--- src/rtl/dps_pkg.sv ---
package dps_pkg;

    localparam int NUM_STREAMS = 24;
    localparam int GROUP       = 12;
    localparam int HI_COUNT    = 8;
    localparam int LO_PER_GRP  = 4;
    localparam int GAP_SLOW    = 8;
    localparam int GAP_FAST    = 4;
    localparam int MODE_W      = 3;
    localparam int DATA_W      = 8;
    localparam int STRM_W      = $clog2(NUM_STREAMS);
    localparam int POS_W       = $clog2(2 * GROUP + 2 * GAP_SLOW);
    localparam int TURN_W      = 2;

    typedef enum logic [1:0] {
        ACC_IDLE = 2'b00,
        ACC_WR   = 2'b01,
        ACC_RD   = 2'b10
    } acc_e;

    typedef enum logic [1:0] {
        CLS_SPLIT  = 2'b00,
        CLS_HALVES = 2'b01,
        CLS_MIXED  = 2'b10
    } cls_e;

    typedef struct packed {
        acc_e              kind;
        logic [STRM_W-1:0] stream;
    } access_t;

    function automatic cls_e class_of(logic [MODE_W-1:0] code);
        case (code)
            3'b000, 3'b001: return CLS_HALVES;
            3'b011, 3'b100: return CLS_MIXED;
            default:        return CLS_SPLIT;
        endcase
    endfunction

    function automatic logic [POS_W-1:0] gap_of(cls_e c);
        return (c == CLS_HALVES) ? POS_W'(GAP_SLOW) : POS_W'(GAP_FAST);
    endfunction

    function automatic logic [POS_W-1:0] slot_last(cls_e c);
        return POS_W'(2 * GROUP - 1) + (gap_of(c) << 1);
    endfunction

endpackage

--- src/rtl/dps_slot_timer.sv ---
module dps_slot_timer
    import dps_pkg::*;
(
    input  logic                clk,
    input  logic                rst,
    input  logic [MODE_W-1:0]   mode_code,
    input  logic                frame_sync,
    output cls_e                cls,
    output logic                synced,
    output logic [POS_W-1:0]    pos,
    output logic [TURN_W-1:0]   turn
);

    cls_e              cls_q;
    logic [POS_W-1:0]  last;

    assign last = slot_last(cls_q);
    assign cls  = cls_q;

    always_ff @(posedge clk) begin
        if (rst) begin
            cls_q  <= class_of(mode_code);
            synced <= 1'b0;
            pos    <= '0;
            turn   <= '0;
        end else if (frame_sync) begin
            synced <= 1'b1;
            pos    <= '0;
            turn   <= '0;
        end else if (synced) begin
            if (pos == last) begin
                pos  <= '0;
                turn <= turn + 1'b1;
            end else begin
                pos  <= pos + 1'b1;
            end
        end
    end

    AST_MODE_HOLD: assert property (@(posedge clk) disable iff (rst)
        1'b1 |=> $stable(cls_q));
    AST_SYNC_ALIGN: assert property (@(posedge clk) disable iff (rst)
        frame_sync |=> (pos == '0) && (turn == '0) && synced);
    AST_SLOT_WRAP: assert property (@(posedge clk) disable iff (rst)
        (synced && !frame_sync && pos == last) |=> (pos == '0) && (turn == $past(turn) + 1'b1));
    AST_POS_BOUND: assert property (@(posedge clk) disable iff (rst)
        pos <= last);

endmodule

--- src/rtl/dps_access_map.sv ---
module dps_access_map
    import dps_pkg::*;
(
    input  logic                clk,
    input  logic                rst,
    input  cls_e                cls,
    input  logic                synced,
    input  logic [POS_W-1:0]    pos,
    input  logic [TURN_W-1:0]   turn,
    output access_t             acc
);

    logic [POS_W-1:0] rd_start;
    logic [POS_W-1:0] idx;
    logic             in_wr;
    logic             in_rd;

    assign rd_start = POS_W'(GROUP) + gap_of(cls);
    assign in_wr    = synced && (pos < POS_W'(GROUP));
    assign in_rd    = synced && (pos >= rd_start) && (pos < rd_start + POS_W'(GROUP));
    assign idx      = in_rd ? (pos - rd_start) : pos;

    always_comb begin
        acc.kind   = ACC_IDLE;
        acc.stream = '0;
        if (in_wr || in_rd) begin
            acc.kind = in_wr ? ACC_WR : ACC_RD;
            case (cls)
                CLS_HALVES:
                    acc.stream = STRM_W'(idx) + (turn[0] ? STRM_W'(GROUP) : STRM_W'(0));
                CLS_MIXED:
                    if (idx < POS_W'(HI_COUNT))
                        acc.stream = STRM_W'(NUM_STREAMS - HI_COUNT) + STRM_W'(idx);
                    else
                        acc.stream = STRM_W'({turn, 2'b00}) + STRM_W'(idx - POS_W'(HI_COUNT));
                default:
                    acc.stream = STRM_W'(idx) + (in_rd ? STRM_W'(GROUP) : STRM_W'(0));
            endcase
        end
    end

    AST_STREAM_RANGE: assert property (@(posedge clk) disable iff (rst)
        acc.kind != ACC_IDLE |-> acc.stream < STRM_W'(NUM_STREAMS));
    AST_IDLE_UNSYNCED: assert property (@(posedge clk) disable iff (rst)
        !synced |-> acc.kind == ACC_IDLE);
    AST_GROUP_START: assert property (@(posedge clk) disable iff (rst)
        (synced && pos == '0) |-> acc.kind == ACC_WR);

endmodule

--- src/rtl/dps_pin_drive.sv ---
module dps_pin_drive
    import dps_pkg::*;
(
    input  logic clk,
    input  logic rst,
    input  acc_e kind,
    output logic wr_pulse_n,
    output logic rw_level,
    output logic strobe_n
);

    logic rise_tog;
    logic fall_tog;
    logic late_half;

    always_ff @(posedge clk) begin
        if (rst) rise_tog <= 1'b0;
        else     rise_tog <= ~rise_tog;
    end

    always_ff @(negedge clk) begin
        fall_tog <= rise_tog;
    end

    assign late_half  = (rise_tog == fall_tog);
    assign rw_level   = (kind != ACC_RD);
    assign wr_pulse_n = !((kind == ACC_WR) && late_half);
    assign strobe_n   = !((kind == ACC_RD) || ((kind == ACC_WR) && late_half));

    AST_RD_LINES: assert property (@(posedge clk) disable iff (rst)
        kind == ACC_RD |-> !strobe_n && !rw_level && wr_pulse_n);
    AST_WR_LATE_LOW: assert property (@(posedge clk) disable iff (rst)
        kind == ACC_WR |-> !strobe_n && !wr_pulse_n && rw_level);
    AST_IDLE_LINES: assert property (@(posedge clk) disable iff (rst)
        kind == ACC_IDLE |-> strobe_n && wr_pulse_n && rw_level);

endmodule

--- src/rtl/dpram_sequencer.sv ---
module dpram_sequencer
    import dps_pkg::*;
(
    input  logic                clk,
    input  logic                rst,
    input  logic [MODE_W-1:0]   mode_code,
    input  logic                frame_sync,
    input  logic [DATA_W-1:0]   rd_data,
    input  logic                oe_bit,
    output logic [1:0]          acc_kind,
    output logic [STRM_W-1:0]   acc_stream,
    output logic                wr_pulse_n,
    output logic                rw_level,
    output logic                strobe_n,
    output logic                cap_valid,
    output logic [DATA_W-1:0]   cap_data,
    output logic                cap_oe,
    output logic [STRM_W-1:0]   cap_stream
);

    cls_e               cls;
    logic               synced;
    logic [POS_W-1:0]   pos;
    logic [TURN_W-1:0]  turn;
    access_t            acc;

    dps_slot_timer u_timer (
        .clk        (clk),
        .rst        (rst),
        .mode_code  (mode_code),
        .frame_sync (frame_sync),
        .cls        (cls),
        .synced     (synced),
        .pos        (pos),
        .turn       (turn)
    );

    dps_access_map u_map (
        .clk    (clk),
        .rst    (rst),
        .cls    (cls),
        .synced (synced),
        .pos    (pos),
        .turn   (turn),
        .acc    (acc)
    );

    dps_pin_drive u_pins (
        .clk        (clk),
        .rst        (rst),
        .kind       (acc.kind),
        .wr_pulse_n (wr_pulse_n),
        .rw_level   (rw_level),
        .strobe_n   (strobe_n)
    );

    assign acc_kind   = acc.kind;
    assign acc_stream = acc.stream;

    always_ff @(posedge clk) begin
        if (rst) begin
            cap_valid  <= 1'b0;
            cap_data   <= '0;
            cap_oe     <= 1'b0;
            cap_stream <= '0;
        end else begin
            cap_valid <= (acc.kind == ACC_RD);
            if (acc.kind == ACC_RD) begin
                cap_data   <= rd_data;
                cap_oe     <= oe_bit;
                cap_stream <= acc.stream;
            end
        end
    end

    AST_CAP_FOLLOWS_READ: assert property (@(posedge clk) disable iff (rst)
        (acc.kind == ACC_RD) |=> cap_valid && (cap_data == $past(rd_data)) && (cap_oe == $past(oe_bit)));
    AST_CAP_ONLY_READ: assert property (@(posedge clk) disable iff (rst)
        (acc.kind != ACC_RD) |=> !cap_valid);

endmodule

--- config.mk ---
export PLATFORM = sky130hd
export DESIGN_NAME = dpram_sequencer
export DESIGN_NICKNAME = d
export VERILOG_FILES = /design/src/rtl/dps_pkg.sv /design/src/rtl/dps_slot_timer.sv /design/src/rtl/dps_access_map.sv /design/src/rtl/dps_pin_drive.sv /design/src/rtl/dpram_sequencer.sv
export SDC_FILE = /design/constraint.sdc
export NUM_CORES = 1
export LEC_CHECK = 0
export ABC_CLOCK_PERIOD_IN_PS = 4900
export CAP_MARGIN = 20
export CORE_ASPECT_RATIO = 1.75
export CORE_UTILIZATION = 25
export DETAILED_ROUTE_END_ITERATION = 8
export SLEW_MARGIN = 20
export SYNTH_ARGS = -nofsm -noshare
export SYNTH_HDL_FRONTEND = slang
export SYNTH_HIERARCHICAL = 1
export SYNTH_SLANG_ARGS = --single-unit
--- constraint.sdc ---
create_clock -name clk -period 4.9 [get_ports clk]
set_clock_uncertainty 0.15 [all_clocks]
set_input_delay 0.49 -clock clk [delete_from_list [all_inputs] [get_ports clk]]
set_output_delay 0.49 -clock clk [all_outputs]
set_load 0.005 [all_outputs]
**After elaboration in Yosys (flattened, before gate mapping)**

Index checks and enable logic that the tools add are counted.

- Register bits after elaboration: 28
- Bits of input ports: 15
- Output and inout bits: 25

- Eq/ne operators: 10
- $add $sub $neg: 11
- Magnitude comparators: 4
- Mux-type cells: 10
- Bitwise operators: 1
- Reduce and logical (&&, ||, !) cells: 13

Operators with widths:

| operator | number |
|---|---|
| 6-bit by 4-bit less-than comparator with 1-bit output (second input constant) | 2 |
| 4-bit 2-to-1 mux | 3 |
| 6-bit 2-to-1 mux | 2 |
| 5-bit adder | 2 |
| 5-bit one-hot mux with 2 select lines | 1 |
| 7-bit 2-to-1 mux | 1 |
| 5-bit by 6-bit adder with 6-bit output (first input constant) | 1 |
| 6-bit by 1-bit adder with 6-bit output (second input constant) | 1 |
| 6-bit by 4-bit adder with 6-bit output (second input constant) | 1 |
| 6-bit == test | 1 |
| 6-bit >= comparator | 1 |
| 6-bit less-than comparator | 1 |
| 2-bit OR reduction | 3 |
| 6-bit subtractor | 1 |
| 4-bit by 4-bit adder with 5-bit output (first input constant) | 1 |
| 4-bit by 5-bit adder with 5-bit output | 1 |
| 5-bit adder (first input constant) | 1 |
| 5-bit 2-to-1 mux | 1 |
| 5-bit by 4-bit subtractor with 5-bit output (second input constant) | 1 |
| 2-bit by 1-bit == test with 1-bit output (second input constant) | 2 |
| 2-bit == test (second input constant) | 2 |
| 1-bit logical AND | 4 |
| 2-bit one-hot mux with 2 select lines | 1 |
| 3-bit by 1-bit == test with 1-bit output (second input constant) | 1 |
| other kinds (11) | 13 |

**Longest topological paths before layout**

Gate-level depths: netlist (run 1).

- Depth in word-level cells: 16
- Gate-level depth with buffers: 16

**Modules after synthesis**

Netlist (run 1), hierarchy kept.

Modules (own cells, without submodules):

| module | area an instance (um^2) | times used | cells each |
|---|---|---|---|
| dpram_sequencer | 720.7 | 1 | 65 |
| dps_access_map | 504.2 | 1 | 63 |
| dps_slot_timer | 484.2 | 1 | 52 |
| dps_pin_drive | 80.1 | 1 | 9 |

==> results of run 1 <==
## repair_timing
item,in CTS,in global routing
setup buffers,0,5
pin swaps,0,1
gates resized for setup,1,4
setup endpoints to repair,1,2
## layout make-up
| class | instances | share of cell area |
|---|---|---|
| multi-input combinational | 146 | 0.472 |
| sequential | 28 | 0.241 |
| timing repair buffer | 48 | 0.190 |
| tap | 84 | 0.0436 |
| clock buffer | 3 | 0.0312 |
| clock inverter | 2 | 0.0140 |
| inverter | 5 | 0.00779 |
## per-layer routing
layer  vias up  wire (µm)
li1        771          -
met1       709       1680
met2        34       2300
met3         4        161
met4         0         70
met5         -          0
## sequential cells by signal, summed over array words and instances (netlist names)
register,count
cap_stream,5
u_pins/rise_tog,1
u_timer/cls,2
cap_oe,1
u_timer/synced,1
u_timer/turn,2
u_timer/pos,6
u_pins/fall_tog,1
cap_valid,1
cap_data,8
## worst max-delay path: cells and delay by family, from the launching register on
| kind | cells | cell delay (ns) |
|---|---|---|
| flip-flops | 1 | 0.47 |
| adder cells (fa/ha/maj) | 3 | 0.92 |
| AND/OR/NAND/NOR | 4 | 0.76 |
| multiplexers | 1 | 0.36 |
| AO/OA/AOI/OAI | 4 | 0.71 |
| buffers and inverters | 3 | 0.63 |
## cells in the final DEF, fill, tap and decap left out, drive strengths merged, types with 2 or more instances in the layout
| master | instances |
|---|---|
| clkdlybuf4s50 | 39 |
| edfxtp | 2 |
| a21oi | 7 |
| nor2b | 6 |
| clkbuf | 3 |
| xor2 | 3 |
| dfxtp | 26 |
| buf | 9 |
| inv | 5 |
| ha | 6 |
| nor2 | 15 |
| nand2 | 9 |
| mux2i | 3 |
| and3b | 2 |
| nor3b | 2 |
| nand3 | 4 |
| or2 | 4 |
| or4b | 3 |
| o32ai | 2 |
| nand4bb | 15 |
| nand2b | 17 |
| o21ai | 21 |
| nor3 | 2 |
| and2 | 2 |
| xnor2 | 4 |
| nand4 | 3 |
## logic make-up after synthesis
logic type                 count (synthesis)  synth area share
and+or+nand+nor                           88             0.332
adders and majority gates                  7            0.0531
muxes                                      4            0.0231
buffers and inverters                     15            0.0524
DFF                                       28             0.324
xor gates and xnor gates                   7            0.0343
AOI/OAI and AO/OA                         40             0.180
## through the flow
stage / util / hold WS [ns] / setup slack (ns) / TNS [ns] / instance area (µm²)
after floorplan: - / 0.273 / 0.918 / 0 / 1790
after global placement: 0.325 / 0.282 / 0.339 / 0 / 2240
after detailed placement: 0.325 / 0.291 / 0.255 / 0 / 2240
after CTS: 0.340 / 0.308 / 0.0425 / 0 / 2350
after global routing: 0.349 / 0.332 / -0.00774 / -0.00774 / 2410
final: 0.349 / 0.301 / 0.162 / 0 / 2410
## cells in the mapped netlist, drive strengths merged (5+ instances only)
master | n | area [µm²]
dfxtp | 26 | 521
o21ai | 21 | 143
nand2b | 17 | 106
nand4bb | 15 | 169
nor2 | 15 | 56.3
nand2 | 9 | 33.8
a21oi | 7 | 35.0
buf | 6 | 51.3
ha | 6 | 75.1
nor2b | 6 | 37.5
inv | 5 | 18.8
## worst max-delay path by stage
stage	to	slack (ns)	cells past startpoint
floorplan	acc_stream[4]	0.92	14
global placement	acc_stream[4]	0.34	15
detailed placement	acc_stream[4]	0.25	15
CTS	acc_stream[4]	0.04	15
global route	acc_stream[4]	-0.008	15
finish	acc_stream[4]	0.16	15
## where the power goes
part	total [mW]	switching, mW	leakage, nW	internal, mW
combinational	0.0628	0.0254	0.570	0.0374
sequential	0.239	0.00529	0.230	0.234
clock	0.245	0.0813	0.0564	0.164
total	0.547	0.112	0.856	0.435
==> flow_summary.ini, run 1 <==
[clock_tree]
cts.sinks = 28
root_buffer = clkbuf_16
hold_buffers = 0
cts_buffers = 3
clk_latency_ns = 0.26
cts.clk_slew.worst_paths_ns = 0.07
htree_levels = 1
cts_max_path_buffers = 2
cts_tree = done

[floorplan]
die_w_um = 66.0
die_h_um = 114
core_mm2 = 0.00691
initial_core_util = 0.259
ios = 40
die-area_mm2 = 0.00751
row_count = 40

[critical_path]
startpoint = u_timer/cls[1]
end_kind = primary output
crit_required_ns = 4.26
reg2reg_from = u_timer/cls[1]
critPathKind = flop to primary output
cp_data_arrival_time_ns = 4.10
reg2reg_slack_ns = 1.17
reg2regPathDepth = 16
slowest_stage = clkdlybuf4s50_1
crit_chain = nor2b_4, inv_1, ha_1, o41ai_4, a21oi_2, or2_4, clkinv_1, mux2_2, ha_1, fa_1, nand2_1, a21oi_1, a31oi_1, and4b_1, clkdlybuf4s50_1
cp_common_cell = ha_1
slowest_delay_ns = 0.50
worst_setup_path_start_kind = flop
worstReg2RegEnd = cap_stream[4]
critPathMaxFanout = 5

[logic_synthesis]
synth_edf_count = 2
yosysSeqAreaShare = 0.324
ys_seq_elements = 28
synth.distinct_cells = 48
synth_fp_nets = 211
avgSynthCellArea_um2 = 9.47
ys_warn_count = 6
synthCells = 189
syn-cell-area_mm2 = 0.00179
ys.flop_type = dfxtp_1
asyncSetResetFlopFracSynth = 0

[layout]
fin_cells = 316
fin_nets = 255
drive_gt1_frac = 0.164
syn2layout_area_growth_pct = 34.6
seq_area_um2 = 581
fillers = 729
multi_input_area_mm2 = 0.00114
n_antenna_cell = 0

[hold_path]
holdPathStages = 1
hold_end = u_pins/rise_tog
hp-start = u_pins/rise_tog
hold_path_class = flop to flop

[routing]
postRouteAntennaNets = 0
first_iter_violations = 34
vias = 1518
wirelength_um = 4210
dr.pass1.iters = 4
drc_errors = 0
wl_per_cell_um = 13.3
vias_per_cell = 4.80

[run]
max-cap-violations = 0

[grt]
use_met1 = 0.122
busiest_layer = met2
grt_overflow_total = 0
grt_pass1_vias = 1511
use_met3 = 0.0170
met2_usage = 0.233
grt_usage = 0.120
grt_first_pass_wirelength_um = 7010
grt_start_max_net_pins = 35
antenna_found_initial = 0

[placed_design]
gp_routability_congestion = 0.911
post-place-cells = 307
hpwlAfterDp_um = 3130
io_buffers = 39

[outcome]
status = completed

[power_and_ir_drop]
irDropWorstVdd_mv = 0.131
powerDensity_mw_per_mm2 = 227
leakage_nw = 0.856
p_total_uw = 547

[timing]
worstMarginPinSlew_ns = 0.970
finalCritPeriodShare = 0.967
min_period_ns = 4.74
finalSetupViolCount = 0
slew_violations = 0
relSlewSlack = 0.351
fmax_mhz = 211
hold_viol_final = 0
(Power assumes the default switching activity.)
==> run 2: changes to the inputs <==
PLACE_DENSITY = 0.54   (was unset)
==> run 2 against run 1 <==
Compared with the run above: critical endpoint unchanged; wire length is 5.1% higher; clock power fell by 5%; largest cell class unchanged; sequential power about the same; fmax grew 1.4%; non-clock buffer count rose by 1; via count is 1.3% higher.
==> flow_summary.ini, run 2 (synthesized netlist as in run 1, its figures left out) <==
[timing]
finalSetupViolCount = 0
layout_setup_ws_ns = 0.226
min_period_ns = 4.67
relSlewSlack = 0.644
slew_violations = 0
worstMarginPinSlew_ns = 0.528
finalCritPeriodShare = 0.954
hold_viol_final = 0
fmax_mhz = 214
finalSetupTns_ns = 0
rsz0062_at_grt = false

[placed_design]
post-place-ws_ns = 0.249
hpwlAfterDp_um = 3160
gp_routability_congestion = 0.847
io_buffers = 39

[layout]
syn2layout_area_growth_pct = 35.0
regMostFlops = cap_data
drive_gt1_frac = 0.172
n_antenna_cell = 0
largest_reg_flops = 8
multi_input_area_mm2 = 0.00114
layout.cells.most_common = clkdlybuf4s50_1
fin_nets = 256
final_cell_mix = 39 x clkdlybuf4s50_1, 26 x dfxtp_1, 17 x nand2b_1
fillers = 733
seq_area_um2 = 581
top_regs = cap_data x8, u_timer/pos x6, cap_stream x5

[grt]
use_met1 = 0.117
grt_pass1_vias = 1476
grt_start_max_net_pins = 35
met2_usage = 0.225
grt_overflow_total = 0
busiest_layer = met2
grt_usage = 0.118
antenna_found_initial = 0
grt_first_pass_wirelength_um = 6850
use_met3 = 0.0170

[floorplan]
row_count = 40
die_w_um = 66.0
ios = 40
core_mm2 = 0.00691
die-area_mm2 = 0.00751
initial_core_util = 0.259
die_h_um = 114

[critical_path]
cp_data_arrival_time_ns = 4.03
crit_required_ns = 4.26
reg2reg_slack_ns = 1.24
reg2regPathDepth = 16
worstReg2RegEnd = cap_stream[4]
critPathKind = flop to primary output
reg2reg_from = u_timer/cls[1]
critPathMaxFanout = 6
worst_setup_path_start_kind = flop
end_kind = primary output

[clock_tree]
cts_tree = done
htree_levels = 1
root_buffer = clkbuf_16
clk_latency_ns = 0.27
cts_buffers = 3
cts_max_path_buffers = 2
hold_buffers = 0
cts.clk_slew.worst_paths_ns = 0.07
cts.sinks = 28

[power_and_ir_drop]
swShare = 0.226
p_seq_frac = 0.442
p_int_uw = 416
power_switching_uw = 121
leakage_nw = 0.861
power.share.clock = 0.431
powerDensity_mw_per_mm2 = 222
irDropWorstVdd_mv = 0.128
comb_power_share = 0.127

[hold_path]
holdPathStages = 1
hold_path_class = flop to flop
hold_end = u_pins/rise_tog
hp-start = u_pins/rise_tog

[routing]
wirelength_um = 4430
drc_errors = 0
vias_per_cell = 4.85
first_iter_violations = 73
vias = 1538
wl_per_cell_um = 14.0
dr.pass1.iters = 4
postRouteAntennaNets = 0

[outcome]
status = completed

[run]
max-cap-violations = 0
## run 2: cell types whose count changed in the layout (fill, tap and decap cells not counted), sizes merged
cell,before,now
bufinv,1,0
clkbuf,3,4
buf,9,10
## run 2: stage by stage
step / utilization / instances / instance area [µm²] / power [mW] / hold slack, ns
floorplan: - / 189 / 1790 / 0.278 / 0.273
global placement: 0.326 / 308 / 2250 / 0.305 / 0.283
detailed placement: 0.326 / 308 / 2250 / 0.306 / 0.293
CTS: 0.341 / 312 / 2350 / 0.538 / 0.310
global route: 0.350 / 317 / 2420 / 0.556 / 0.337
finish: 0.350 / 317 / 2420 / 0.538 / 0.303
## run 2: power groups by stage
stage               Combinational (mW)  Clock [mW]  Sequential (mW)
floorplan                       0.0337     0.00255            0.242
global placement                0.0602     0.00255            0.242
detailed placement              0.0604     0.00255            0.243
CTS                             0.0615       0.239            0.237
global route                    0.0734       0.245            0.238
finish                          0.0682       0.232            0.238
## run 2: cell type report
type,instances,share of cell area
Clock buffer,4,0.0414
Clock inverter,1,0.00155
Inverter,5,0.00777
Multi-Input combinational cell,146,0.473
Sequential cell,28,0.240
Tap cell,84,0.0435
Timing Repair Buffer,49,0.193
## run 2: worst max-delay path by stage
stage	startpoint	endpoint	slack, ns	depth (start not counted)
2_1_floorplan	u_timer/cls[1]	acc_stream[4]	0.92	14
3_3_place_gp	u_timer/cls[1]	acc_stream[4]	0.35	15
3_5_place_dp	u_timer/cls[1]	acc_stream[4]	0.25	15
4_1_cts	u_timer/cls[1]	acc_stream[4]	0.01	15
5_1_grt	u_timer/pos[2]	acc_stream[4]	0.03	14
6_report	u_timer/cls[1]	acc_stream[4]	0.23	15
## run 2: worst max-delay path: stages (launching register included)
cell	delay, ns
edfxtp_1	0.47
nor2b_4	0.19
inv_1	0.06
ha_1	0.20
nor2b_1	0.15
o32ai_2	0.43
or2_4	0.25
clkinv_1	0.09
mux2_2	0.32
ha_1	0.22
fa_1	0.38
nand2_1	0.07
a21oi_1	0.04
a31oi_1	0.16
and4b_1	0.24
clkdlybuf4s50_1	0.50
## run 2: per-layer routing
metal	vias up	wire length (µm)
li1	773	-
met1	717	1710
met2	34	2370
met3	14	143
met4	0	207
met5	-	0
## run 2: repair_timing
item                                    4_1_cts  5_1_grt
buffers inserted                              0        5
endpoints found under the setup margin        1        2
gates resized for setup                       1        5
pin swaps                                     0        1
